## config.mk

```make
export PLATFORM = sky130hd
export DESIGN_NAME = qdac_front
export DESIGN_NICKNAME = d
export VERILOG_FILES = /design/src/rtl/qdac_pkg.sv /design/src/rtl/qdac_sync.sv /design/src/rtl/qdac_shift.sv /design/src/rtl/qdac_bank.sv /design/src/rtl/qdac_front.sv
export SDC_FILE = /design/constraint.sdc
export NUM_CORES = 1
export LEC_CHECK = 0
export BUFFER_PORTS_ARGS = -buffer_cell sky130_fd_sc_hd__buf_2
export CORE_AREA = 8 8 143 145
export DETAILED_ROUTE_END_ITERATION = 6
export DIE_AREA = 0 0 151 153
export SLEW_MARGIN = 30
export SYNTH_ARGS = -nofsm -noshare
export SYNTH_HDL_FRONTEND = slang
export SYNTH_SLANG_ARGS = --single-unit
```

## constraint.sdc

```tcl
create_clock -name clk_i -period 2.44 [get_ports clk_i]
set_clock_uncertainty 0.05 [all_clocks]
set_input_delay 0.366 -clock clk_i [delete_from_list [all_inputs] [get_ports clk_i]]
set_output_delay 0.366 -clock clk_i [all_outputs]
set_load 0.01 [all_outputs]
```

## src/rtl/qdac_pkg.sv

```systemverilog
package qdac_pkg;
  // Pin positions in the synchronizer vector
  localparam int unsigned PIN_SCK  = 0;
  localparam int unsigned PIN_SDI  = 1;
  localparam int unsigned PIN_LD   = 2;
  localparam int unsigned PIN_UPD  = 3;
  localparam int unsigned NUM_PINS = 4;

  // Default geometry
  localparam int unsigned DEF_CHANNELS = 4;
  localparam int unsigned DEF_CODE_W   = 8;
endpackage

```

## src/rtl/qdac_sync.sv

```systemverilog
module qdac_sync #(
  parameter int unsigned W = 4
) (
  input  logic         clk_i,
  input  logic         rst_ni,
  input  logic [W-1:0] pin_i,
  output logic [W-1:0] lvl_o,
  output logic [W-1:0] fall_o
);
  logic [W-1:0] meta_q, lvl_q, prev_q;
  logic [W-1:0] meta_d, lvl_d, prev_d;

  always_comb begin
    meta_d = pin_i;
    lvl_d  = meta_q;
    prev_d = lvl_q;
  end

  always_ff @(posedge clk_i or negedge rst_ni) begin
    if (!rst_ni) begin
      meta_q <= '0;
      lvl_q  <= '0;
      prev_q <= '0;
    end else begin
      meta_q <= meta_d;
      lvl_q  <= lvl_d;
      prev_q <= prev_d;
    end
  end

  assign lvl_o  = lvl_q;
  assign fall_o = prev_q & ~lvl_q;
endmodule

```

## src/rtl/qdac_shift.sv

```systemverilog
module qdac_shift #(
  parameter int unsigned FRAME_W = 11
) (
  input  logic               clk_i,
  input  logic               rst_ni,
  input  logic               shift_en_i,
  input  logic               bit_i,
  input  logic               clr_i,
  output logic [FRAME_W-1:0] frame_o,
  output logic               full_o
);
  localparam int unsigned CNT_W = $clog2(FRAME_W + 1);
  localparam logic [CNT_W-1:0] CNT_MAX = CNT_W'(FRAME_W);

  logic [FRAME_W-1:0] sr_q, sr_d;
  logic [CNT_W-1:0]   cnt_q, cnt_d;
  logic               full;

  assign full = (cnt_q == CNT_MAX);

  always_comb begin
    sr_d  = sr_q;
    cnt_d = cnt_q;
    if (clr_i) begin
      sr_d  = '0;
      cnt_d = '0;
    end else if (shift_en_i) begin
      sr_d  = {sr_q[FRAME_W-2:0], bit_i};
      cnt_d = full ? cnt_q : cnt_q + 1'b1;
    end
  end

  always_ff @(posedge clk_i or negedge rst_ni) begin
    if (!rst_ni) begin
      sr_q  <= '0;
      cnt_q <= '0;
    end else begin
      sr_q  <= sr_d;
      cnt_q <= cnt_d;
    end
  end

  assign frame_o = sr_q;
  assign full_o  = full;
endmodule

```

## src/rtl/qdac_bank.sv

```systemverilog
module qdac_bank #(
  parameter int unsigned NCH    = 4,
  parameter int unsigned CODE_W = 8,
  parameter int unsigned SEL_W  = $clog2(NCH)
) (
  input  logic                         clk_i,
  input  logic                         rst_ni,
  input  logic                         wr_en_i,
  input  logic [SEL_W-1:0]             wr_sel_i,
  input  logic                         wr_gain_i,
  input  logic [CODE_W-1:0]            wr_code_i,
  input  logic                         pass_i,
  input  logic                         xfer_i,
  output logic [NCH-1:0][CODE_W-1:0]   in_code_o,
  output logic [NCH-1:0]               in_gain_o,
  output logic [NCH-1:0][CODE_W-1:0]   out_code_o,
  output logic [NCH-1:0]               out_gain_o,
  output logic                         latch_vld_o,
  output logic [SEL_W-1:0]             latch_ch_o
);
  for (genvar c = 0; c < NCH; c++) begin : g_ch
    logic              hit;
    logic [CODE_W-1:0] in_c_q, in_c_d, out_c_q, out_c_d;
    logic              in_g_q, in_g_d, out_g_q, out_g_d;

    assign hit = wr_en_i && (wr_sel_i == SEL_W'(c));

    always_comb begin
      in_c_d  = in_c_q;
      in_g_d  = in_g_q;
      out_c_d = out_c_q;
      out_g_d = out_g_q;
      if (hit) begin
        in_c_d = wr_code_i;
        in_g_d = wr_gain_i;
      end
      if (hit && (pass_i || xfer_i)) begin
        out_c_d = wr_code_i;
        out_g_d = wr_gain_i;
      end else if (xfer_i) begin
        out_c_d = in_c_q;
        out_g_d = in_g_q;
      end
    end

    always_ff @(posedge clk_i or negedge rst_ni) begin
      if (!rst_ni) begin
        in_c_q  <= '0;
        in_g_q  <= 1'b0;
        out_c_q <= '0;
        out_g_q <= 1'b0;
      end else begin
        in_c_q  <= in_c_d;
        in_g_q  <= in_g_d;
        out_c_q <= out_c_d;
        out_g_q <= out_g_d;
      end
    end

    assign in_code_o[c]  = in_c_q;
    assign in_gain_o[c]  = in_g_q;
    assign out_code_o[c] = out_c_q;
    assign out_gain_o[c] = out_g_q;
  end

  logic             vld_q, vld_d;
  logic [SEL_W-1:0] ch_q, ch_d;

  always_comb begin
    vld_d = wr_en_i;
    ch_d  = wr_en_i ? wr_sel_i : ch_q;
  end

  always_ff @(posedge clk_i or negedge rst_ni) begin
    if (!rst_ni) begin
      vld_q <= 1'b0;
      ch_q  <= '0;
    end else begin
      vld_q <= vld_d;
      ch_q  <= ch_d;
    end
  end

  assign latch_vld_o = vld_q;
  assign latch_ch_o  = ch_q;
endmodule

```

## src/rtl/qdac_front.sv

```systemverilog
module qdac_front
  import qdac_pkg::*;
#(
  parameter int unsigned NCH    = DEF_CHANNELS,
  parameter int unsigned CODE_W = DEF_CODE_W
) (
  input  logic                       clk_i,
  input  logic                       rst_ni,
  input  logic                       sck_i,
  input  logic                       sdi_i,
  input  logic                       ld_n_i,
  input  logic                       upd_n_i,
  output logic [NCH-1:0][CODE_W-1:0] code_o,
  output logic [NCH-1:0]             gain_o,
  output logic                       latch_vld_o,
  output logic [$clog2(NCH)-1:0]     latch_ch_o
);
  localparam int unsigned SEL_W   = $clog2(NCH);
  localparam int unsigned FRAME_W = SEL_W + 1 + CODE_W;

  logic [NUM_PINS-1:0] pins, lvl, fall;
  logic [FRAME_W-1:0]  frame;
  logic                frame_full, ld_fall, upd_fall, upd_low, wr_en;
  logic [NCH-1:0][CODE_W-1:0] in_code;
  logic [NCH-1:0]             in_gain;

  always_comb begin
    pins          = '0;
    pins[PIN_SCK] = sck_i;
    pins[PIN_SDI] = sdi_i;
    pins[PIN_LD]  = ld_n_i;
    pins[PIN_UPD] = upd_n_i;
  end

  qdac_sync #(.W(NUM_PINS)) u_sync (
    .clk_i (clk_i),
    .rst_ni(rst_ni),
    .pin_i (pins),
    .lvl_o (lvl),
    .fall_o(fall)
  );

  assign ld_fall  = fall[PIN_LD];
  assign upd_fall = fall[PIN_UPD];
  assign upd_low  = ~lvl[PIN_UPD];

  qdac_shift #(.FRAME_W(FRAME_W)) u_shift (
    .clk_i     (clk_i),
    .rst_ni    (rst_ni),
    .shift_en_i(fall[PIN_SCK] && !ld_fall),
    .bit_i     (lvl[PIN_SDI]),
    .clr_i     (ld_fall),
    .frame_o   (frame),
    .full_o    (frame_full)
  );

  assign wr_en = ld_fall && frame_full;

  qdac_bank #(.NCH(NCH), .CODE_W(CODE_W), .SEL_W(SEL_W)) u_bank (
    .clk_i      (clk_i),
    .rst_ni     (rst_ni),
    .wr_en_i    (wr_en),
    .wr_sel_i   (frame[FRAME_W-1 -: SEL_W]),
    .wr_gain_i  (frame[CODE_W]),
    .wr_code_i  (frame[CODE_W-1:0]),
    .pass_i     (upd_low),
    .xfer_i     (upd_fall),
    .in_code_o  (in_code),
    .in_gain_o  (in_gain),
    .out_code_o (code_o),
    .out_gain_o (gain_o),
    .latch_vld_o(latch_vld_o),
    .latch_ch_o (latch_ch_o)
  );
endmodule

```

Word level (Yosys, flattened, before mapping)
Cells that the tools add are included.
{"block": "word_totals", "reg_bits": 102, "out_inout_bits": 39}
{"block": "op_classes", "addsub": 1, "bitwise": 3, "muxes": 21, "reduce_logical": 19, "n_eq_ne": 5}
{"op": "two-way mux 8 bit", "n": 8}
{"op": "two-way mux 11 bit", "n": 2}
{"op": "two-way mux 4 bit", "n": 3}
{"op": "logical AND 1 bit", "n": 10}
{"op": "nonzero test 2 bit", "n": 5}
{"op": "two-way mux 1 bit", "n": 8}
{"op": "adder 4 x 1 -> 4 bit, second input constant", "n": 1}
{"op": "bitwise AND 4 bit", "n": 1}
{"op": "== test 2 bit, second input constant", "n": 2}
{"op": "== test 4 bit, second input constant", "n": 1}
{"op": "NOT 4 bit", "n": 1}
{"op": "== test 2 x 1 -> 1 bit, second input constant", "n": 1}
{"op": "logical NOT 2 bit", "n": 1}
{"op": "inequality test 2 bit, second input constant", "n": 1}
{"op": "AND reduction 2 bit", "n": 1}
{"op": "logical NOT 1 bit", "n": 1}
{"op": "logical OR 1 bit", "n": 1}
{"op": "NOT 1 bit", "n": 1}

Logic depth before layout (Yosys ltp)
Gate-level depths: netlist of the first run.
{"block": "logic_depth", "depth_word": 6, "ltp_mapped": 6, "depth_no_buf": 4}

By module
Synthesis of the first run repeated with hierarchy kept, for this count alone.
{"block": "unflattened", "cells_unflattened": 321, "hier_area_um2": 4305.4}
{"mod": "qdac_bank", "area_per_inst_um2": 3273.1, "cells_per_inst": 245, "seq_area_each_um2": 1876.8, "n_inst": 1}
{"mod": "qdac_shift", "area_per_inst_um2": 656.9, "cells_per_inst": 57, "seq_area_each_um2": 375.4, "n_inst": 1}
{"mod": "qdac_sync", "area_per_inst_um2": 355.3, "cells_per_inst": 16, "seq_area_each_um2": 300.3, "n_inst": 1}
{"mod": "qdac_front", "area_per_inst_um2": 20.0, "cells_per_inst": 3, "seq_area_each_um2": 0.0, "n_inst": 1}

Worst setup path before layout of the first run
Ideal clock, no wire load.
{"block": "synth_path", "kind": "flip-flop to flip-flop", "start": "reg u_shift.cnt_q[0]", "end": "reg u_bank.ch_q[0], in the netlist u_bank.latch_ch_o[0]", "synth_period_minus_slack_ns": 1.711, "path_stages_with_launch": 7, "arrival_ns": 1.536, "path_slack_ns": 0.729, "path_buffers": 2, "cell_sequence": "dfrtp_1 > ha_1 > and3b_1 > buf_4 > buf_4 > nand2_1 > mux2_2"}
{"block": "synth_via", "elab_chain_len": 2}
{"element": "start: declaration", "line_no": "qdac_shift.sv:16", "text": "logic [CNT_W-1:0] cnt_q, cnt_d;"}
{"element": "start signal: assignment", "line_no": "qdac_shift.sv:39", "text": "cnt_q <= cnt_d;"}
{"element": "== test 4 bit", "line_no": "qdac_shift.sv:19", "text": "assign full = (cnt_q == CNT_MAX);"}
{"element": "logical AND 1 bit", "line_no": "qdac_front.sv:57", "text": "assign wr_en = ld_fall && frame_full;"}
{"element": "end signal: assignment", "line_no": "qdac_bank.sv:80", "text": "ch_q <= ch_d;"}
{"element": "end: declaration", "line_no": "qdac_bank.sv:67", "text": "logic [SEL_W-1:0] ch_q, ch_d;"}
No other way between the ends.
A chain may end at the register's enable or synchronous reset.

Worst setup path after layout of the first run
{"block": "layout_path", "start": "reg u_shift.cnt_q[0]", "end": "reg u_bank.g_ch[2].in_c_q[2]"}
{"block": "layout_via", "elab_chain_len": 3}
{"element": "== test 4 bit", "line_no": "qdac_shift.sv:19"}
{"element": "logical AND 1 bit", "line_no": "qdac_front.sv:57"}
{"element": "logical AND 1 bit", "line_no": "qdac_bank.sv:26", "text": "assign hit = wr_en_i && (wr_sel_i == SEL_W'(c));"}
{"element": "end signal: assignment", "line_no": "qdac_bank.sv:53", "text": "in_c_q <= in_c_d;"}
{"element": "end: declaration", "line_no": "qdac_bank.sv:23", "text": "logic [CODE_W-1:0] in_c_q, in_c_d, out_c_q, out_c_d;"}
No other way between the ends.

==> metrics, run 1 <==
Pre-Repair DR Iteration Count 4; Synth area leaders dfrtp_1 57%, a221o_1 8.1%, mux2_2 5.1%, a211oi_1 4.6%, mux2_4 3.1%; nets@finish 388; CP max FO 14; Clock Power Share 44.4%; Peak VDD IR 0.3477 mV; Root Buffer clkbuf_16; worst path required time 2.62 ns; Pwr Density 641.2 nW/µm²; area grow syn2layout 16.18%; full die area 23100 µm²; hpwl dp 7.314 mm; cell count after synthesis 351; crit start category register; crit path cell chain ha_1, and3b_1, buf_4, nand2_4, mux2_1; Max Slew Vio Count 0; final setup fails 0; type of the worst setup path reg -> reg; DR vias/cell 4.726; EDFF count, synth 0; IO Pins 45; Max H-tree Level 3; syn_nets 358; Die Ht 153 µm; crit path DAT 2.25 ns; switching fraction of total power 22.76%; DR WL/cell 17.44 µm; drt total wl 10.82 mm; post-CTS sizing 0; post-synthesis register bit count 101; Clock Path Buffers 2; die width 151 µm; top cell type by total area after synthesis dfrtp_1; CTS tree yes; Max Cap Viol 0; Core ar. 18270 µm²; post-layout util 28.14%; final global-route overflow total 0; row cnt 50; status completed; yosys warns 0; vias in the first global route 2989; antenna violations before repair 0; Cell Area, Synth 4424 µm²; first-pass GRT wire length 17.04 mm; Seq pwr share 52.2%; unrepaired setup endpoints after global routing no; Async S/R FF share, synth 100.0%; register area share after synthesis 57.13%; Final Hold Vio Count 0; Port Buffers 44; gpl congestion 0.7362; cts hold-fix bufs 1; Min-Delay Path Class in -> reg; Switch Pwr 750.1 µW; Logic pwr share 3.4%; CP max stage cell and3b_1; largest net degree at the start of global routing 48; Starting Density 24.22%; leak pwr 0.002418 µW; Pwr Total 3296 µW; initial DRC count 184; Vias 2930; DRC 0; top-area cell type share of the netlist area 57.13%; post-synth cell types 34; Num CTS Buffers 9; Worst-Skew Late Latency 0.35 ns; final worst-path cycle share 84.96%; Antenna Nets Post-Route 0; flop2flop setup slack 0.37 ns; Crit. End Element register; Int Pwr 2546 µW; worst hold slack 0.06836 ns; Syn Area/Cell 12.60 µm²; clk slew on worst S/H paths 0.07 ns; TNS Setup 0 ns; clk sink count 101; Total GRT Usage 9.553%; antenna cell count 0; max frequency 0.4824 GHz; critical path's largest stage delay 0.51 ns; # Post-CTS Setup Buffers 0; worst slew pin tran 0.8312 ns; Main synth FF type dfrtp_1; share of cells above drive strength 1 28.24%; max_slew headroom 44.47%; min Tclk post-route 2.073 ns
## critical path, delay by kind of cell (launching register included)
| family | cells | cell delay, ns |
|---|---|---|
| buf+inv | 1 | 0.31 |
| mux | 1 | 0.35 |
| fa+ha+maj | 1 | 0.22 |
| simple gates | 2 | 0.63 |
| flops | 1 | 0.39 |
## synthesized netlist by cell type, types with 2 or more instances
master / instances
nand2_1: 24
mux2_4: 9
inv_1: 29
buf_6: 3
nand2_2: 2
o21ai_0: 4
buf_4: 10
a221o_1: 36
dfrtp_1: 101
mux2_2: 20
mux2_1: 9
nor2b_1: 3
o311a_1: 9
a21oi_2: 3
a211oi_1: 27
nand3_1: 2
nand2b_1: 3
clkbuf_1: 17
or3_1: 2
buf_2: 7
a21oi_1: 16
and2_1: 3
## power by group through the flow
| stage | logic (µW) | registers (µW) | clock network, µW |
|---|---|---|---|
| after CTS | 114 | 1720 | 1500 |
| final | 111 | 1720 | 1460 |
| after global placement | 107 | 1750 | 0 |
| after floorplan | 62.2 | 1730 | 0 |
| after detailed placement | 112 | 1750 | 0 |
| after global routing | 127 | 1720 | 1570 |
## state kept, by name (all words and copies together) (netlist names)
register             count
u_bank.g_ch.out_c_q     32
u_bank.g_ch.in_c_q      32
u_bank.latch_vld_o       1
u_shift.cnt_q            4
u_bank.g_ch.out_g_q      4
u_bank.g_ch.in_g_q       4
u_bank.latch_ch_o        2
u_sync.prev_q            3
u_sync.lvl_o             4
u_shift.frame_o         11
u_sync.lvl_d             4
## layout by cell type (no fill, tap or decap), types with 4 or more instances in the layout
cell / count
dfrtp_1: 101
buf_2: 43
a221o_1: 36
inv_1: 29
a211oi_1: 27
nand2_1: 24
mux2_2: 20
a21oi_1: 16
buf_4: 11
mux2_1: 9
o311a_1: 9
mux2_4: 9
clkbuf_16: 9
o21ai_0: 4
## final timing paths
path,start,to,cells past startpoint
worst max register to register,u_shift.cnt_q[0]$_DFFE_PN0P_,u_bank.g_ch[2].in_c_q[2]$_DFFE_PN0P_,5
min in group asynchronous,rst_ni,u_sync.lvl_d[0]$_DFF_PN0_,2
max in group asynchronous,rst_ni,u_bank.g_ch[1].in_c_q[4]$_DFFE_PN0P_,3
worst min-delay path,sck_i,u_sync.lvl_d[0]$_DFF_PN0_,1
worst max-delay path,u_shift.cnt_q[0]$_DFFE_PN0P_,u_bank.g_ch[2].in_c_q[2]$_DFFE_PN0P_,5
worst min register to register,u_sync.lvl_d[2]$_DFF_PN0_,u_sync.lvl_o[2]$_DFF_PN0_,0
## per-layer routing
layer / vias up / track usage, % / wire length (µm)
li1: 1344 / - / -
met1: 1516 / 12.33 / 5125
met2: 58 / 14.87 / 5177
met3: 12 / 2.510 / 369
met4: 0 / 3.772 / 142
met5: - / 0 / 0
## area by class of cell
| class | count | area, µm² |
|---|---|---|
| clock buffer | 11 | 242.7 |
| timing repair buffer | 56 | 327.8 |
| multi-input combinational | 184 | 1580 |
| sequential | 101 | 2527 |
| inverter | 29 | 108.9 |
| tap | 234 | 292.8 |
| clock inverter | 5 | 60.06 |
| fill | 1861 | 13130 |
## through the flow
step / std cells / worst slack, ns / cell area (µm²)
after detailed placement: 603 / 0.3929 / 4827
after floorplan: 351 / 0.7289 / 4424
final: 620 / 0.3670 / 5140
after CTS: 620 / 0.3750 / 5140
after global placement: 603 / 0.5259 / 4827
after global routing: 620 / 0.2628 / 5140
## cell families (layout without fill, tap and decap cells)
logic type	count (synthesis)	count (layout)	share of synthesized area, %
AOI/OAI and AO/OA	95	95	17.62
adders and majority gates	1	1	0.2828
buffers and inverters	66	101	7.155
DFF	101	101	57.13
muxes	38	38	10.44
and+or+nand+nor	50	50	7.381
Power figures use the tool's default switching activity.
==> run 2, diff against run 1 <==
==> constraint.sdc (replaced) <==
create_clock -name clk_i -period 2.09 [get_ports clk_i]
set_clock_uncertainty 0.05 [all_clocks]
set_input_delay 0.3135 -clock clk_i [delete_from_list [all_inputs] [get_ports clk_i]]
set_output_delay 0.3135 -clock clk_i [all_outputs]
set_load 0.01 [all_outputs]
==> run 2 against run 1 <==
Sequential power grew 17%. Global-route usage is essentially flat. Via count shrank 0.31%. Register-to-register slack lost 0.27 ns.
==> metrics, run 2 (synthesis gave the netlist of run 1 again) <==
status completed; Max H-tree Level 3 (unchanged); area grow syn2layout 17.08%; row cnt 50 (unchanged); Pre-Repair DR Iteration Count 4 (unchanged); flop2flop setup slack 0.1 ns (-0.27 ns); Hold Path End u_sync.lvl_d[0]$_DFF_PN0_; antenna cell count 0 (unchanged); Clock Path Buffers 2 (unchanged); full die area 23100 µm² (unchanged); final global-route overflow total 0 (unchanged); Clock Power Share 45.3% (+0.9 points); TNS Setup 0 ns (unchanged); Root Buffer clkbuf_16; final setup fails 0 (unchanged); hpwl dp 7.302 mm (-0.16%); share of cells above drive strength 1 28.61% (+0.37 points); Logic pwr share 3.4% (about the same); Switch Pwr 852.7 µW (+14%); hold path start sck_i; DR WL/cell 17.05 µm (-2.2%); Worst-Skew Late Latency 0.34 ns (about the same); leak pwr 0.002436 µW (+0.75%); commonest non-fill, non-tap cells in the layout 101 x dfrtp_1, 43 x buf_2, 36 x a221o_1, 29 x inv_1, 27 x a211oi_1; Peak VDD IR 0.3752 mV (+7.9%); gpl congestion 0.7212 (-2.0%); Num CTS Buffers 9 (unchanged); Seq pwr share 51.3% (-0.9 points); DR vias/cell 4.696 (-0.63%); r2r worst-path depth 5 (unchanged); Die Ht 153 µm (unchanged); Final Hold Vio Count 0 (unchanged); Final WS setup 0.09627 ns (-0.2707 ns); antenna violations before repair 0 (unchanged); Antenna Nets Post-Route 0 (unchanged); first-pass GRT wire length 17.13 mm (+0.52%); DRC 0 (unchanged); DP Worst Slack 0.1609 ns (-0.2321 ns); drt total wl 10.61 mm (-1.9%); # Post-CTS Setup Buffers 0 (unchanged); switching fraction of total power 21.79% (-0.97 points); WHS Path Cells 1 (unchanged); clk slew on worst S/H paths 0.07 ns (about the same); max_slew headroom 46.54% (+2.1 points); IO Pins 45 (unchanged); commonest non-fill, non-tap cell in the layout dfrtp_1; Min-Delay Path Class in -> reg; RR Startpoint u_shift.cnt_q[0]$_DFFE_PN0P_; worst slew pin tran 0.8019 ns (-0.02924 ns); Port Buffers 44 (unchanged); nets@finish 390 (+0.52%); Vias 2921 (-0.31%); min Tclk post-route 1.994 ns (-0.07929 ns); vias in the first global route 3003 (+0.47%); max frequency 0.5016 GHz (+4.0%); Max Slew Vio Count 0 (unchanged); CP max FO 9 (-5); Core ar. 18270 µm² (unchanged); CTS tree yes; unrepaired setup endpoints after global routing no; worst path required time 2.32 ns (-0.30 ns); crit path DAT 2.22 ns (-0.03 ns); post-layout util 28.36% (+0.22 points); largest net degree at the start of global routing 47 (-2.1%); Pwr Density 755.6 nW/µm² (+18%); Int Pwr 3061 µW (+20%); Crit. End Element register; FF-to-FF End u_bank.g_ch[3].out_c_q[0]$_DFFE_PN0P_; Total GRT Usage 9.541% (-0.012 points); die width 151 µm (unchanged); type of the worst setup path reg -> reg; cts hold-fix bufs 1 (unchanged); final worst-path cycle share 95.39% (+10 points); initial DRC count 235 (+28%); post-CTS sizing 0 (unchanged); Starting Density 24.22% (unchanged); clk sink count 101 (unchanged); crit start category register; Max Cap Viol 0 (unchanged)
==> run 2: cell types whose count changed in the layout (fill, tap and decap cells not counted) <==
cell,previous run,this run
buf_12,1,2
clkbuf_8,1,0
bufinv_16,1,2
clkinv_2,1,2
inv_6,0,1
buf_4,11,12
clkinv_4,2,0
==> run 2: area by class of cell <==
| type | instances | area (µm²) |
|---|---|---|
| fill | 1912 | 13090 |
| clock inverter | 6 | 86.33 |
| inverter | 29 | 108.9 |
| tap | 234 | 292.8 |
| clock buffer | 10 | 229.0 |
| sequential | 101 | 2527 |
| multi-input combinational | 184 | 1580 |
| timing repair buffer | 58 | 355.3 |
==> run 2: worst max path at each step <==
stage	start	to	slack [ns]
5_1_grt	u_shift.cnt_q[0]$_DFFE_PN0P_	u_bank.g_ch[3].out_c_q[3]$_DFFE_PN0P_	0.03
6_report	u_shift.cnt_q[0]$_DFFE_PN0P_	u_bank.g_ch[3].out_c_q[0]$_DFFE_PN0P_	0.1
2_1_floorplan	u_shift.cnt_q[0]$_DFFE_PN0P_	u_bank.latch_ch_o[0]$_DFFE_PN0P_	0.38
3_5_place_dp	u_shift.cnt_q[0]$_DFFE_PN0P_	u_bank.g_ch[3].out_c_q[4]$_DFFE_PN0P_	0.16
4_1_cts	u_shift.cnt_q[0]$_DFFE_PN0P_	u_bank.g_ch[3].out_c_q[4]$_DFFE_PN0P_	0.15
3_3_place_gp	u_shift.cnt_q[0]$_DFFE_PN0P_	u_bank.g_ch[3].out_c_q[4]$_DFFE_PN0P_	0.23
==> run 2: metal layers <==
metal | share of wire, % | GRT usage, % | wire length, µm
met1 | 45 | 12.22 | 4796
met2 | 49 | 15.23 | 5227
met3 | 3.8 | 2.834 | 404
met4 | 1.7 | 2.640 | 178
met5 | 0 | 0 | 0
==> run 2: stage by stage <==
| step | cell area (µm²) | power, µW | std cells | hold WS [ns] |
|---|---|---|---|---|
| 3_3_place_gp | 4855 | 2173 | 605 | 0.2632 |
| 5_1_grt | 5180 | 4048 | 622 | 0.01660 |
| 3_5_place_dp | 4855 | 2180 | 605 | 0.2714 |
| 4_1_cts | 5180 | 3946 | 622 | 0.01818 |
| 6_report | 5180 | 3914 | 622 | 0.03066 |
| 2_1_floorplan | 4424 | 2096 | 351 | -0.03209 |
==> run 2: worst max-delay path, cell delays in order (launching register included) <==
cell	delay, ns
dfrtp_1	0.41
ha_1	0.24
nor4bb_1	0.14
buf_4	0.17
a21oi_1	0.65
a221o_1	0.27
==> run 2: power by group through the flow <==
stage / sequential [µW] / clock, µW / combinational [µW]
after CTS: 2010 / 1800 / 136
after global routing: 2010 / 1890 / 151
after global placement: 2040 / 0 / 129
after detailed placement: 2050 / 0 / 134
after floorplan: 2020 / 0 / 72.6
final: 2010 / 1770 / 132
==> run 3, diff against run 2 <==
--- a/config.mk
+++ b/config.mk
@@ -5,10 +5,12 @@
 export SDC_FILE = /design/constraint.sdc
 export NUM_CORES = 1
 export LEC_CHECK = 0
+export ABC_AREA = 1
 export BUFFER_PORTS_ARGS = -buffer_cell sky130_fd_sc_hd__buf_2
-export CORE_AREA = 8 8 143 145
+export CORE_AREA = 2 2 135 137
+export CTS_CLUSTER_DIAMETER = 120
 export DETAILED_ROUTE_END_ITERATION = 6
-export DIE_AREA = 0 0 151 153
+export DIE_AREA = 0 0 137 139
 export SLEW_MARGIN = 30
 export SYNTH_ARGS = -nofsm -noshare
 export SYNTH_HDL_FRONTEND = slang
==> run 3 against run 2 <==
Count of clock-buffer cells in the layout increased by 3. Flip-flop and latch count unchanged. Core utilization decreased by 0.10 points. Critical endpoint is now u_bank.g_ch[0].out_c_q[0]$_DFFE_PN0P_. Via count increased by 14%. Synthesized area decreased by 2.9%. Final cell count increased by 11%. Largest cell class unchanged. Combinational power increased by 19%. Total power decreased by 1.2%. Global-route usage increased by 2.5 points. Worst hold slack got worse by 0.0094 ns. Routed wire length increased by 4.5%.
==> metrics, run 3 <==
# Post-CTS Setup Buffers 0 (unchanged); critical path's largest stage delay 0.39 ns (-0.26 ns); unrepaired setup endpoints after global routing no; Crit. End Element register; drt total wl 11.09 mm (+4.5%); Total GRT Usage 12.05% (+2.5 points); hpwl dp 7.600 mm (+4.1%); register area share after synthesis 58.81% (+1.7 points); cell count after synthesis 422 (+20%); Max Slew Vio Count 0 (unchanged); leak pwr 0.002400 µW (-1.5%); Post-Place Cells 675 (+12%); post-CTS sizing 0 (unchanged); crit path cell chain ha_1, nand3_4, nor2_8, nand2_4, nand3_1, nand3_1; cts hold-fix bufs 1 (unchanged); Num CTS Buffers 9 (unchanged); Min-Delay Path Class in -> reg; Core ar. 17660 µm² (-3.3%); nets@finish 465 (+19%); CP max stage cell dfrtp_1; Post-Synth XOR/XNOR Area 0.2038% (+0.20 points); Hold Path End u_sync.lvl_d[2]$_DFF_PN0_; type of the worst setup path reg -> reg; most instantiated cells after synthesis 119 x nand3_1, 101 x dfrtp_1, 48 x nand2_1; fin cells 692 (+11%); CP max FO 27 (+18); antenna cell count 0 (unchanged); top cell type by total area after synthesis dfrtp_1; Root Buffer clkbuf_16; Port Buffers 44 (unchanged); initial DRC count 356 (+51%); area grow syn2layout 16.07%; post-synthesis compound-gate area fraction 6.405% (-11 points); EDFF count, synth 0 (unchanged); share of cells above drive strength 1 19.44% (-9.2 points); Max H-tree Level 3 (unchanged); Main synth FF type dfrtp_1; CTS tree yes; IO Pins 45 (unchanged); final setup fails 0 (unchanged); min Tclk post-route 1.775 ns (-0.2192 ns); Die Ht 139 µm (-9.2%); gpl congestion 0.8586 (+19%); clk slew on worst S/H paths 0.06 ns (about the same); hold path start ld_n_i; Async S/R FF share, synth 100.0% (unchanged); Worst Setup SP u_shift.cnt_q[0]$_DFFE_PN0P_; WHS Path Cells 1 (unchanged); multiplexer share of the synthesized area 0% (-10 points); Peak VDD IR 0.3561 mV (-5.1%); max_slew headroom 56.74% (+10 points); post-layout util 28.25% (-0.10 points); vias in the first global route 3247 (+8.1%); max frequency 0.5635 GHz (+12%); row cnt 49 (-2.0%); post-synth cell types 28 (-18%); crit path DAT 1.94 ns (-0.28 ns); largest net degree at the start of global routing 40 (-15%); post-synthesis register bit count 101 (unchanged); worst slew pin tran 0.6480 ns (-0.1540 ns); Max Cap Viol 0 (unchanged); Starting Density 24.34% (+0.12 points); Final Hold Vio Count 0 (unchanged); Synth area leaders dfrtp_1 59%, nand3_1 14%, o21ai_1 4.2%, nand2_1 4.2%, nand4_1 4.1%; syn_nets 429 (+20%); largest family of logic cells by synthesized area simple AND/OR/NAND/NOR gates; FF-to-FF End u_bank.g_ch[0].out_c_q[0]$_DFFE_PN0P_; Vias 3334 (+14%); r2r worst-path depth 6 (+1); first-pass GRT wire length 17.86 mm (+4.3%); Adder-Cell Fraction of Synth Area 0.2911% (+0.0083 points); most used cell, CP nand3_1; worst path required time 2.26 ns (-0.06 ns); final worst-path cycle share 84.91% (-10 points); Pwr Density 775.4 nW/µm² (+2.6%); Cell Area, Synth 4298 µm² (-2.9%); crit start category register; DR WL/cell 16.02 µm (-6.1%); TNS Setup 0 ns (unchanged); clk sink count 101 (unchanged); Synth Area in Simple Gates 27.60% (+20 points); flop2flop setup slack 0.32 ns (+0.22 ns); die width 137 µm (-9.3%); full die area 19040 µm² (-18%); commonest non-fill, non-tap cells in the layout 119 x nand3_1, 101 x dfrtp_1, 48 x nand2_1, 43 x buf_2, 36 x o21ai_1; Clock Path Buffers 2 (unchanged); yosys warns 0 (unchanged); DRC 0 (unchanged); Antenna Nets Post-Route 0 (unchanged); Worst-Skew Late Latency 0.34 ns (about the same); final global-route overflow total 0 (unchanged); top-area cell type share of the netlist area 58.81% (+1.7 points); Pre-Repair DR Iteration Count 5 (+1); antenna violations before repair 0 (unchanged); count leader, synth nand3_1; RR Startpoint u_shift.cnt_q[0]$_DFFE_PN0P_; Syn Area/Cell 10.18 µm² (-19%); commonest non-fill, non-tap cell in the layout nand3_1; DR vias/cell 4.818 (+2.6%); status completed
-- run 3: cell count changes in the layout (fill, tap and decap cells not counted), moves of 10 or more --
| cell | delta |
|---|---|
| a221o_1 | -36 |
| a211oi_1 | -27 |
| nand2_1 | +24 |
| o21ai_1 | +36 |
| nand3_1 | +117 |
| mux2_2 | -20 |
| nand4_1 | +28 |
| o22ai_1 | +10 |
| inv_1 | -15 |
| a21oi_1 | -12 |
-- run 3: routing by layer --
metal,routed length (µm),vias to the layer above,track usage (%)
met4,214,0,4.069
met3,792,17,2.997
met2,5320,100,18.83
met1,4758,1651,16.24
met5,0,-,0
li1,-,1566,-
-- run 3: per-stage QoR --
step / hold slack (ns) / setup slack, ns / power [µW] / area (µm²)
finish: 0.02125 / 0.3154 / 3868 / 4989
global route: 0.009085 / 0.1620 / 3998 / 4989
CTS: 0.01415 / 0.3110 / 3896 / 4989
detailed placement: 0.2717 / 0.3291 / 2202 / 4674
global placement: 0.2637 / 0.4141 / 2194 / 4674
floorplan: -0.03209 / 0.6163 / 2111 / 4298
-- run 3: critical path, delay by kind of cell, from the launching register on --
kind	cells	cell delay (ns)
adder cells (fa/ha/maj)	1	0.27
flip-flops	1	0.39
AND/OR/NAND/NOR	5	0.93
-- run 3: how the worst max path moves through the flow --
stage | end | slack, ns | depth (start not counted)
2_1_floorplan | u_bank.g_ch[2].out_c_q[5]$_DFFE_PN0P_ | 0.62 | 7
3_3_place_gp | u_bank.g_ch[1].out_c_q[4]$_DFFE_PN0P_ | 0.41 | 6
3_5_place_dp | u_bank.g_ch[0].out_c_q[0]$_DFFE_PN0P_ | 0.33 | 6
4_1_cts | u_bank.g_ch[0].out_c_q[0]$_DFFE_PN0P_ | 0.31 | 6
5_1_grt | u_bank.g_ch[0].out_c_q[0]$_DFFE_PN0P_ | 0.16 | 6
6_report | u_bank.g_ch[0].out_c_q[0]$_DFFE_PN0P_ | 0.32 | 6
-- run 3: cell families after synthesis --
logic type / Yosys count
AO/OA/AOI/OAI: 52
XOR/XNOR: 1
adder cells (fa/ha/maj): 1
buffers and inverters: 49
flip-flops: 101
AND/OR/NAND/NOR: 218
-- run 3: report_power, final --
part	switching [µW]	internal (µW)	leakage (µW)
logic	124	33.3	0.000867
registers	26.3	1980	0.00138
clock network	710	995	0.000150
-- run 3: area by class of cell --
cell class	instances	area (µm²)
clock buffers	13	260.3
multi-input cells	272	1483
clock inverters	3	43.79
flip-flops and latches	101	2527
well taps	229	286.5
inverters	20	75.07
fillers	1861	12670
repair buffers	54	312.8
